**src/rtl/xfu_pkg.sv**
```systemverilog
package xfu_pkg;

    typedef enum logic [3:0] {
        OPC_ADDSUB = 4'd0,
        OPC_ADDC   = 4'd1,
        OPC_ADDEX  = 4'd2,
        OPC_MUL    = 4'd3,
        OPC_DIV    = 4'd4,
        OPC_SRA    = 4'd5,
        OPC_CMP    = 4'd6,
        OPC_MTSPR  = 4'd7,
        OPC_OTHER  = 4'd8
    } op_class_e;

    localparam int FLAG_N  = 5;
    localparam int FI_SO   = 0;
    localparam int FI_OV   = 1;
    localparam int FI_CA   = 2;
    localparam int FI_OV32 = 3;
    localparam int FI_CA32 = 4;

    // register bit positions, indexed by flag index
    function automatic int flag_pos(input int idx);
        case (idx)
            FI_SO:   return 32;
            FI_OV:   return 33;
            FI_CA:   return 34;
            FI_OV32: return 44;
            default: return 45;
        endcase
    endfunction

    typedef struct packed {
        logic ca32;
        logic ov32;
        logic ca;
        logic ov;
        logic so;
    } flag_vec_t;

endpackage

```
**src/rtl/xfu_ovf_unit.sv**
```systemverilog
module xfu_ovf_unit (
    input  logic sel_arith,
    input  logic sel_addex,
    input  logic sel_muldiv,
    input  logic mode64,
    input  logic carry_hi32,
    input  logic carry_sgn32,
    input  logic carry_hi64,
    input  logic carry_sgn64,
    input  logic fits_m,
    input  logic fits_32,
    output logic ov,
    output logic ov32,
    output logic ov_we
);
    logic dis_m, dis_32, hi_m;

    always_comb begin
        dis_32 = carry_hi32 ^ carry_sgn32;
        dis_m  = mode64 ? (carry_hi64 ^ carry_sgn64) : dis_32;
        hi_m   = mode64 ? carry_hi64 : carry_hi32;
        ov     = 1'b0;
        ov32   = 1'b0;
        ov_we  = 1'b0;
        if (sel_arith) begin
            ov    = dis_m;
            ov32  = dis_32;
            ov_we = 1'b1;
        end else if (sel_addex) begin
            ov    = hi_m;
            ov32  = carry_hi32;
            ov_we = 1'b1;
        end else if (sel_muldiv) begin
            ov    = ~fits_m;
            ov32  = ~fits_32;
            ov_we = 1'b1;
        end
    end
endmodule

```
**src/rtl/xfu_carry_unit.sv**
```systemverilog
module xfu_carry_unit (
    input  logic sel_carry,
    input  logic sel_sra,
    input  logic mode64,
    input  logic carry_hi32,
    input  logic carry_hi64,
    input  logic sra_neg,
    input  logic sra_lost,
    output logic ca,
    output logic ca32,
    output logic ca_we
);
    always_comb begin
        ca    = 1'b0;
        ca32  = 1'b0;
        ca_we = 1'b0;
        if (sel_carry) begin
            ca    = mode64 ? carry_hi64 : carry_hi32;
            ca32  = carry_hi32;
            ca_we = 1'b1;
        end else if (sel_sra) begin
            ca    = sra_neg & sra_lost;
            ca32  = sra_neg & sra_lost;
            ca_we = 1'b1;
        end
    end
endmodule

```
**src/rtl/xfu_bit_place.sv**
```systemverilog
module xfu_bit_place #(
    parameter int REG_W = 64
) (
    input  xfu_pkg::flag_vec_t flags,
    output logic [REG_W-1:0]   placed
);
    import xfu_pkg::*;
    logic [FLAG_N-1:0] fl;
    assign fl = flags;

    for (genvar b = 0; b < REG_W; b++) begin : g_bit
        logic hit;
        always_comb begin
            hit = 1'b0;
            for (int i = 0; i < FLAG_N; i++) begin
                if (flag_pos(i) == b) hit = fl[i];
            end
        end
        assign placed[b] = hit;
    end
endmodule

```
**src/rtl/xer_flag_updater.sv**
```systemverilog
module xer_flag_updater #(
    parameter int REG_W = 64,
    parameter int CY_W  = 2
) (
    input  logic             clk,
    input  logic             rst_n,
    input  logic             in_valid,
    input  logic [3:0]       op_class,
    input  logic             oe,
    input  logic [CY_W-1:0]  cy_field,
    input  logic             mode64,
    input  logic             so_in,
    input  logic             carry_hi32,
    input  logic             carry_sgn32,
    input  logic             carry_hi64,
    input  logic             carry_sgn64,
    input  logic             fits_m,
    input  logic             fits_32,
    input  logic             sra_neg,
    input  logic             sra_lost,
    input  logic [REG_W-1:0] spr_src,
    output logic             out_valid,
    output logic [4:0]       flag_new,
    output logic [4:0]       flag_we,
    output logic [REG_W-1:0] xer_val,
    output logic [REG_W-1:0] xer_mask
);
    import xfu_pkg::*;

    op_class_e opc;
    logic sel_arith, sel_addex, sel_muldiv, sel_carry, sel_sra, sel_spr;
    logic ov, ov32, ov_we, ca, ca32, ca_we;
    flag_vec_t nxt_val, nxt_we, reg_val, reg_we;

    assign opc = op_class_e'(op_class);

    // class decode
    always_comb begin
        sel_arith  = 1'b0;
        sel_addex  = 1'b0;
        sel_muldiv = 1'b0;
        sel_carry  = 1'b0;
        sel_sra    = 1'b0;
        sel_spr    = 1'b0;
        unique case (opc)
            OPC_ADDSUB: sel_arith = oe;
            OPC_ADDC: begin
                sel_arith = oe;
                sel_carry = 1'b1;
            end
            OPC_ADDEX: begin
                sel_addex = (cy_field == '0);
                sel_carry = (cy_field != '0);
            end
            OPC_MUL, OPC_DIV: sel_muldiv = oe;
            OPC_SRA:   sel_sra = 1'b1;
            OPC_MTSPR: sel_spr = 1'b1;
            default: ;
        endcase
    end

    xfu_ovf_unit u_ovf (
        .sel_arith   (sel_arith),
        .sel_addex   (sel_addex),
        .sel_muldiv  (sel_muldiv),
        .mode64      (mode64),
        .carry_hi32  (carry_hi32),
        .carry_sgn32 (carry_sgn32),
        .carry_hi64  (carry_hi64),
        .carry_sgn64 (carry_sgn64),
        .fits_m      (fits_m),
        .fits_32     (fits_32),
        .ov          (ov),
        .ov32        (ov32),
        .ov_we       (ov_we)
    );

    xfu_carry_unit u_carry (
        .sel_carry  (sel_carry),
        .sel_sra    (sel_sra),
        .mode64     (mode64),
        .carry_hi32 (carry_hi32),
        .carry_hi64 (carry_hi64),
        .sra_neg    (sra_neg),
        .sra_lost   (sra_lost),
        .ca         (ca),
        .ca32       (ca32),
        .ca_we      (ca_we)
    );

    // merge: special-register move overrides, otherwise per-unit results
    always_comb begin
        if (sel_spr) begin
            nxt_val.so   = spr_src[flag_pos(FI_SO)];
            nxt_val.ov   = spr_src[flag_pos(FI_OV)];
            nxt_val.ca   = spr_src[flag_pos(FI_CA)];
            nxt_val.ov32 = spr_src[flag_pos(FI_OV32)];
            nxt_val.ca32 = spr_src[flag_pos(FI_CA32)];
            nxt_we       = '1;
        end else begin
            nxt_val.so   = ov_we & (so_in | ov);
            nxt_val.ov   = ov;
            nxt_val.ov32 = ov32;
            nxt_val.ca   = ca;
            nxt_val.ca32 = ca32;
            nxt_we.so    = ov_we;
            nxt_we.ov    = ov_we;
            nxt_we.ov32  = ov_we;
            nxt_we.ca    = ca_we;
            nxt_we.ca32  = ca_we;
        end
    end

    // output stage
    always_ff @(posedge clk or negedge rst_n) begin
        if (!rst_n) begin
            out_valid <= 1'b0;
            reg_val   <= '0;
            reg_we    <= '0;
        end else begin
            out_valid <= in_valid;
            if (in_valid) begin
                reg_val <= nxt_val;
                reg_we  <= nxt_we;
            end else begin
                reg_we  <= '0;
            end
        end
    end

    assign flag_new = reg_val;
    assign flag_we  = reg_we;

    xfu_bit_place #(.REG_W(REG_W)) u_place_val (
        .flags  (reg_val),
        .placed (xer_val)
    );

    xfu_bit_place #(.REG_W(REG_W)) u_place_mask (
        .flags  (reg_we),
        .placed (xer_mask)
    );
endmodule

```
**config.mk**
```make
export PLATFORM = sky130hd
export DESIGN_NAME = xer_flag_updater
export DESIGN_NICKNAME = d
export VERILOG_FILES = /design/src/rtl/xfu_pkg.sv /design/src/rtl/xfu_ovf_unit.sv /design/src/rtl/xfu_carry_unit.sv /design/src/rtl/xfu_bit_place.sv /design/src/rtl/xer_flag_updater.sv
export SDC_FILE = /design/constraint.sdc
export NUM_CORES = 1
export LEC_CHECK = 0
export CORE_AREA = 2 2 87 89
export CTS_CLUSTER_SIZE = 8
export DETAILED_ROUTE_END_ITERATION = 8
export DIE_AREA = 0 0 89 91
export PLACE_DENSITY = 0.74
export SLEW_MARGIN = 20
export SYNTH_ARGS = -nofsm -noshare
export SYNTH_HDL_FRONTEND = slang
export SYNTH_SLANG_ARGS = --single-unit
```
**constraint.sdc**
```tcl
create_clock -name clk -period 1.49 [get_ports clk]
set_input_delay 0.298 -clock clk [delete_from_list [all_inputs] [get_ports clk]]
set_output_delay 0.298 -clock clk [all_outputs]
set_load 0.03 [all_outputs]
```
# After elaboration in Yosys (flattened, before gate mapping)
# Cells that the tools add are included.
[word_totals]
elab_cells = 54
output_inout_bits = 139
regBits = 11
[op_classes]
n_mux = 25
n_bitwise = 7
eq_ne = 6
n_reduce_logical = 5
[ops]
columns = ["cell", "count"]
rows = [
  ["2-to-1 mux 1 bit", 21],
  ["2-to-1 mux 5 bit", 3],
  ["== test 4 x 3 -> 1 bit (second input constant)", 3],
  ["== test 4 x 2 -> 1 bit (second input constant)", 2],
  ["== test 4 x 1 -> 1 bit (second input constant)", 1],
  ["zero test 4 bit", 1],
  ["OR reduction 2 bit", 2],
  ["bitwise AND 1 bit", 2],
  ["zero test 2 bit", 1],
  ["NOT 1 bit", 2],
  ["case mux 1 bit (2 select lines)", 1],
  ["nonzero test 2 bit", 1],
  ["XOR 1 bit", 2],
  ["OR 1 bit", 1],
]

# Longest topological paths before layout
[depth]
ltp_word = 9
depth_mapped = 5
ltp_nobuf = 4

# By module
# A second synthesis with hierarchy kept.
[unflattened]
cells_unflattened = 198
hier_area_um2 = 1542.7
[modules_own_cells]
columns = ["module", "seq_area_each_um2", "cells_each", "instances", "area_per_inst_um2"]
rows = [
  ["xfu_bit_place", 0.0, 65, 2, 484.2],
  ["xer_flag_updater", 200.2, 50, 1, 439.2],
  ["xfu_ovf_unit", 0.0, 12, 1, 95.1],
  ["xfu_carry_unit", 0.0, 6, 1, 40.0],
]

# Least setup slack after synthesis
# Ideal clock, no wire load.
[synth_path]
path_kind = "input to register"
start = "in op_class[3]"
end = "reg reg_val (netlist bit flag_new[1])"
slack_ns = 0.098
setup_ns = 0.082
arrival_time_ns = 1.310
required_time_ns = 1.408
path_buffers = 1
cell_stages = 5
cell_sequence = "clkbuf_1 or4_1 nor3b_1 a211oi_1 a31oi_1"
[synth_via]
elab_chain_len = 7
elab_cells_between_ends = 16
cone_classes = "eq/ne: 5; mux: 8; reduce/logical: 3"
[synth_rtl]
columns = ["item", "line_no", "rtl"]
rows = [
  ["from (decl)", "xer_flag_updater.sv:8", "input logic [3:0] op_class,"],
  ["== test 4 x 2 -> 1 bit or == test 4 x 3 -> 1 bit (tied branches)", "xer_flag_updater.sv:45", "unique case (opc)"],
  ["OR reduction 2 bit", "xer_flag_updater.sv:45", ""],
  ["2-to-1 mux 1 bit", "xer_flag_updater.sv:45", ""],
  ["2-to-1 mux 1 bit", "xfu_ovf_unit.sv:33", "end else if (sel_muldiv) begin"],
  ["2-to-1 mux 1 bit", "xfu_ovf_unit.sv:29", "end else if (sel_addex) begin"],
  ["2-to-1 mux 1 bit", "xfu_ovf_unit.sv:25", "if (sel_arith) begin"],
  ["2-to-1 mux 5 bit (*)", "xer_flag_updater.sv:93", "if (sel_spr) begin"],
  ["to (signal assigned)", "xer_flag_updater.sv:123", "reg_val <= nxt_val;"],
  ["to (decl)", "xer_flag_updater.sv:33", "flag_vec_t nxt_val, nxt_we, reg_val, reg_we;"],
]
# Every way passes the cells marked *; elsewhere a longest branch is shown, timed or not.
# A chain may end at the register's enable or synchronous reset.

# Worst setup path after layout
[layout_path]
start = "in carry_hi64"
end = "reg reg_val (netlist bit flag_new[1])"
[layout_via]
elab_chain_len = 4
elab_cells_between_ends = 6
cone_classes = "mux: 5; bitwise: 1"
[layout_rtl]
columns = ["item", "line_no", "rtl"]
rows = [
  ["from (decl)", "xer_flag_updater.sv:15", "input logic carry_hi64,"],
  ["2-to-1 mux 1 bit or XOR 1 bit (tied branches)", "xfu_ovf_unit.sv:21, xfu_ovf_unit.sv:20", ""],
  ["2-to-1 mux 1 bit, on equally long branches", "xfu_ovf_unit.sv:29, xfu_ovf_unit.sv:20", ""],
  ["2-to-1 mux 1 bit (*)", "xfu_ovf_unit.sv:25", ""],
  ["2-to-1 mux 5 bit (*)", "xer_flag_updater.sv:93", ""],
]
# Marks and branches as above.

==> impl_metrics.yaml <==
final_layout:
  fillers: 774
  n_antenna_cell: 0
  syn_to_final_growth_pct: 15.0
  drive_above_1_share_pct: 12.9
  utilization_pct: 24.6
  final_common_cell: "conb_1"
  fin_area_sq_um: 1760
  nets: 326
  fin_cells: 339
  final_cell_mix: "conb_1 (118), dlygate4sd2_1 (25), clkdlybuf4s50_1 (17)"
global_routing:
  antenna_found_initial: 0
  grt_pass1_wl_um: 3340
  gr-total-overflow: 0
  grt_use_total_pct: 5.40
  grt_max_degree: 13
  grt_pass1_vias: 750
sta:
  finalSetupViolations: 0
  clock_skew_ns: 0
  final-hold-violation-count: 0
  fin_crit_ns: 1.43
  max_freq_mhz: 697
  whs_ns: 0.354
  finalMaxSlewViolations: 0
  timing.final.crit_share_pct: 96.3
  grt_setup_unrepaired: "no"
logic_synthesis:
  ys_top_cells_by_area: "buf_4 (64%), dfrtp_1 (13%), mux2i_1 (2.0%)"
  synthArstFlopShare_pct: 100
  ys_seq_elements: 8
  synth_edf_count: 0
  syn_area_per_cell_sq_um: 7.95
  ys_warn_count: 0
  synth_cells: 192
  syn_area_sq_um: 1530
  ys.flop_type: "dfrtp_1"
  synth_cell_types: 30
  synth_top_cell_area_share_pct: 64.4
  synth_top_cell_by_area: "buf_4"
  synth-seq-area-share_pct: 13.1
floorplanning:
  initial_core_util_pct: 21.4
  die_area_sq_um: 8100
  row_count: 31
  dieHeight_um: 91
  coreArea_sq_um: 7140
  die_w_um: 89
  io_pins: 223
clock_tree:
  root_buffer: "clkbuf_8"
  cts-buffers-inserted: 3
  clk_pin_slew_ns: 0.04
  cts_max_level: 1
  clock_sinks: 8
  post_cts_buffers: 0
  cts_tree: "built"
  cts.path.max_buffers: 2
  clk_latency_ns: 0.23
  postCtsHoldBufs: 0
worst_hold_path:
  min_path_type: "in -> async"
power_and_ir_drop:
  p_leak_nw: 0.980
  power_density_nw_per_um2: 691
  worst_ir_drop_vdd_mv: 0.165
setup_path:
  worstReg2RegStart: "flag_new[0]"
  cp_cell_sequence: "clkdlybuf4s50_1, mux2_4, nor3b_4, a211oi_2, a31oi_1"
  cp_max_fo: 2
  end_kind: "flop"
  critPathSlowestCell: "clkdlybuf4s50_1"
  r2r-end: "flag_new[0]"
  crit_start: "carry_hi64"
  r2r_cells: 2
  critPathMaxStageDelay_ns: 0.44
  crit_type: "in -> reg"
  crit_required_ns: 1.59
  worstPathArrival_ns: 1.53
  cp-start-kind: "primary input"
  worst-r2r-setup-slack_ns: 0.79
placed_design:
  dpl_cell_area_sq_um: 1670
  numPortBuffers: 45
  hpwlAfterDp_um: 2330
  place_congestion: 0.819
  dpl.cell_count: 336
routing:
  avgRoutedWirePerCell_um: 7.94
  dr.pass1.iters: 4
  drc: 0
  detail_route.vias_per_cell: 3.07
  dr.first_iter.drc_count: 20
  ant_nets: 0
  vias: 1042
  routed_wl_um: 2690
run_status:
  outcome: "finished clean"
job:
  maxCapViolCount: 0
-- cells in the mapped netlist (2+ instances only) --
cell and n:
dfrtp_1 8, a21oi_1 3, inv_1 4, nand2b_1 2
buf_4 131, xnor2_1 2, mux2i_1 3, nor3b_1 2
o22ai_1 2, a31oi_1 4, nand2_1 2, o21ai_0 4
clkbuf_1 2, nor2_1 6, nor2b_1 2
-- registers in the layout, indices dropped and copies added (netlist names) --
signal and flops:
out_valid 1, flag_new 5, flag_we 2
-- per-layer routing --
layer,wire [um],vias to the layer above,track usage [%]
met2,1370,106,10.1
met4,101,0,4.98
met3,411,8,1.00
met1,808,457,4.56
li1,-,471,-
met5,0,-,0
-- cell families after synthesis --
group	after synthesis	synth area share, %
compound gates	19	8.20
xor+xnor	2	1.15
buf+inv	137	65.9
flops	8	13.1
mux	4	2.70
other cells	1	0.246
simple gates	21	8.69
-- worst max-delay path by stage --
stage             endpoint  slack, ns  cells past startpoint
4_1_cts        flag_new[1]      -0.07                      5
6_report       flag_new[1]       0.06                      5
3_3_place_gp   flag_new[1]      -0.41                      5
2_1_floorplan  flag_new[1]        0.1                      5
3_5_place_dp   flag_new[1]      -0.45                      5
5_1_grt        flag_new[3]      0.008                      6
-- worst max-delay path: cells and delay by family --
kind	cells	cell delay, ns
AOI/OAI and AO/OA	2	0.35
buffers and inverters	1	0.44
muxes	1	0.29
and+or+nand+nor	1	0.15
-- power breakdown --
group          total [mW]  leakage, nW  switching [mW]  internal (mW)
sequential          0.246        0.103          0.0122          0.234
clock               0.251       0.0216          0.0770          0.174
combinational       0.715        0.856           0.564          0.151
total                1.21        0.980           0.653          0.559
-- through the flow --
step	total power [mW]	setup TNS [ns]	setup WS [ns]
5_1_grt	1.27	0	0.00838
3_3_place_gp	0.966	-1.96	-0.405
4_1_cts	1.21	-0.122	-0.0714
2_1_floorplan	1.04	0	0.0976
6_report	1.21	0	0.0556
3_5_place_dp	0.970	-2.13	-0.447
-- final cells by class --
cell class / count / area (sq um) / share of cell area [%]
Timing Repair Buffer: 61 / 551 / 31.4
Tap cell: 99 / 124 / 7.06
Clock buffer: 3 / 41.3 / 2.35
Multi-Input combinational cell: 164 / 825 / 47.0
Sequential cell: 8 / 200 / 11.4
Inverter: 4 / 15.0 / 0.855
-- repair_timing --
| item | 4_1_cts | 5_1_grt |
|---|---|---|
| pin swaps | 5 | 5 |
| endpoints found under the setup margin | 25 | 6 |
| resized for setup | 34 | 10 |
Note: power is estimated with default switching activity, not from simulation.
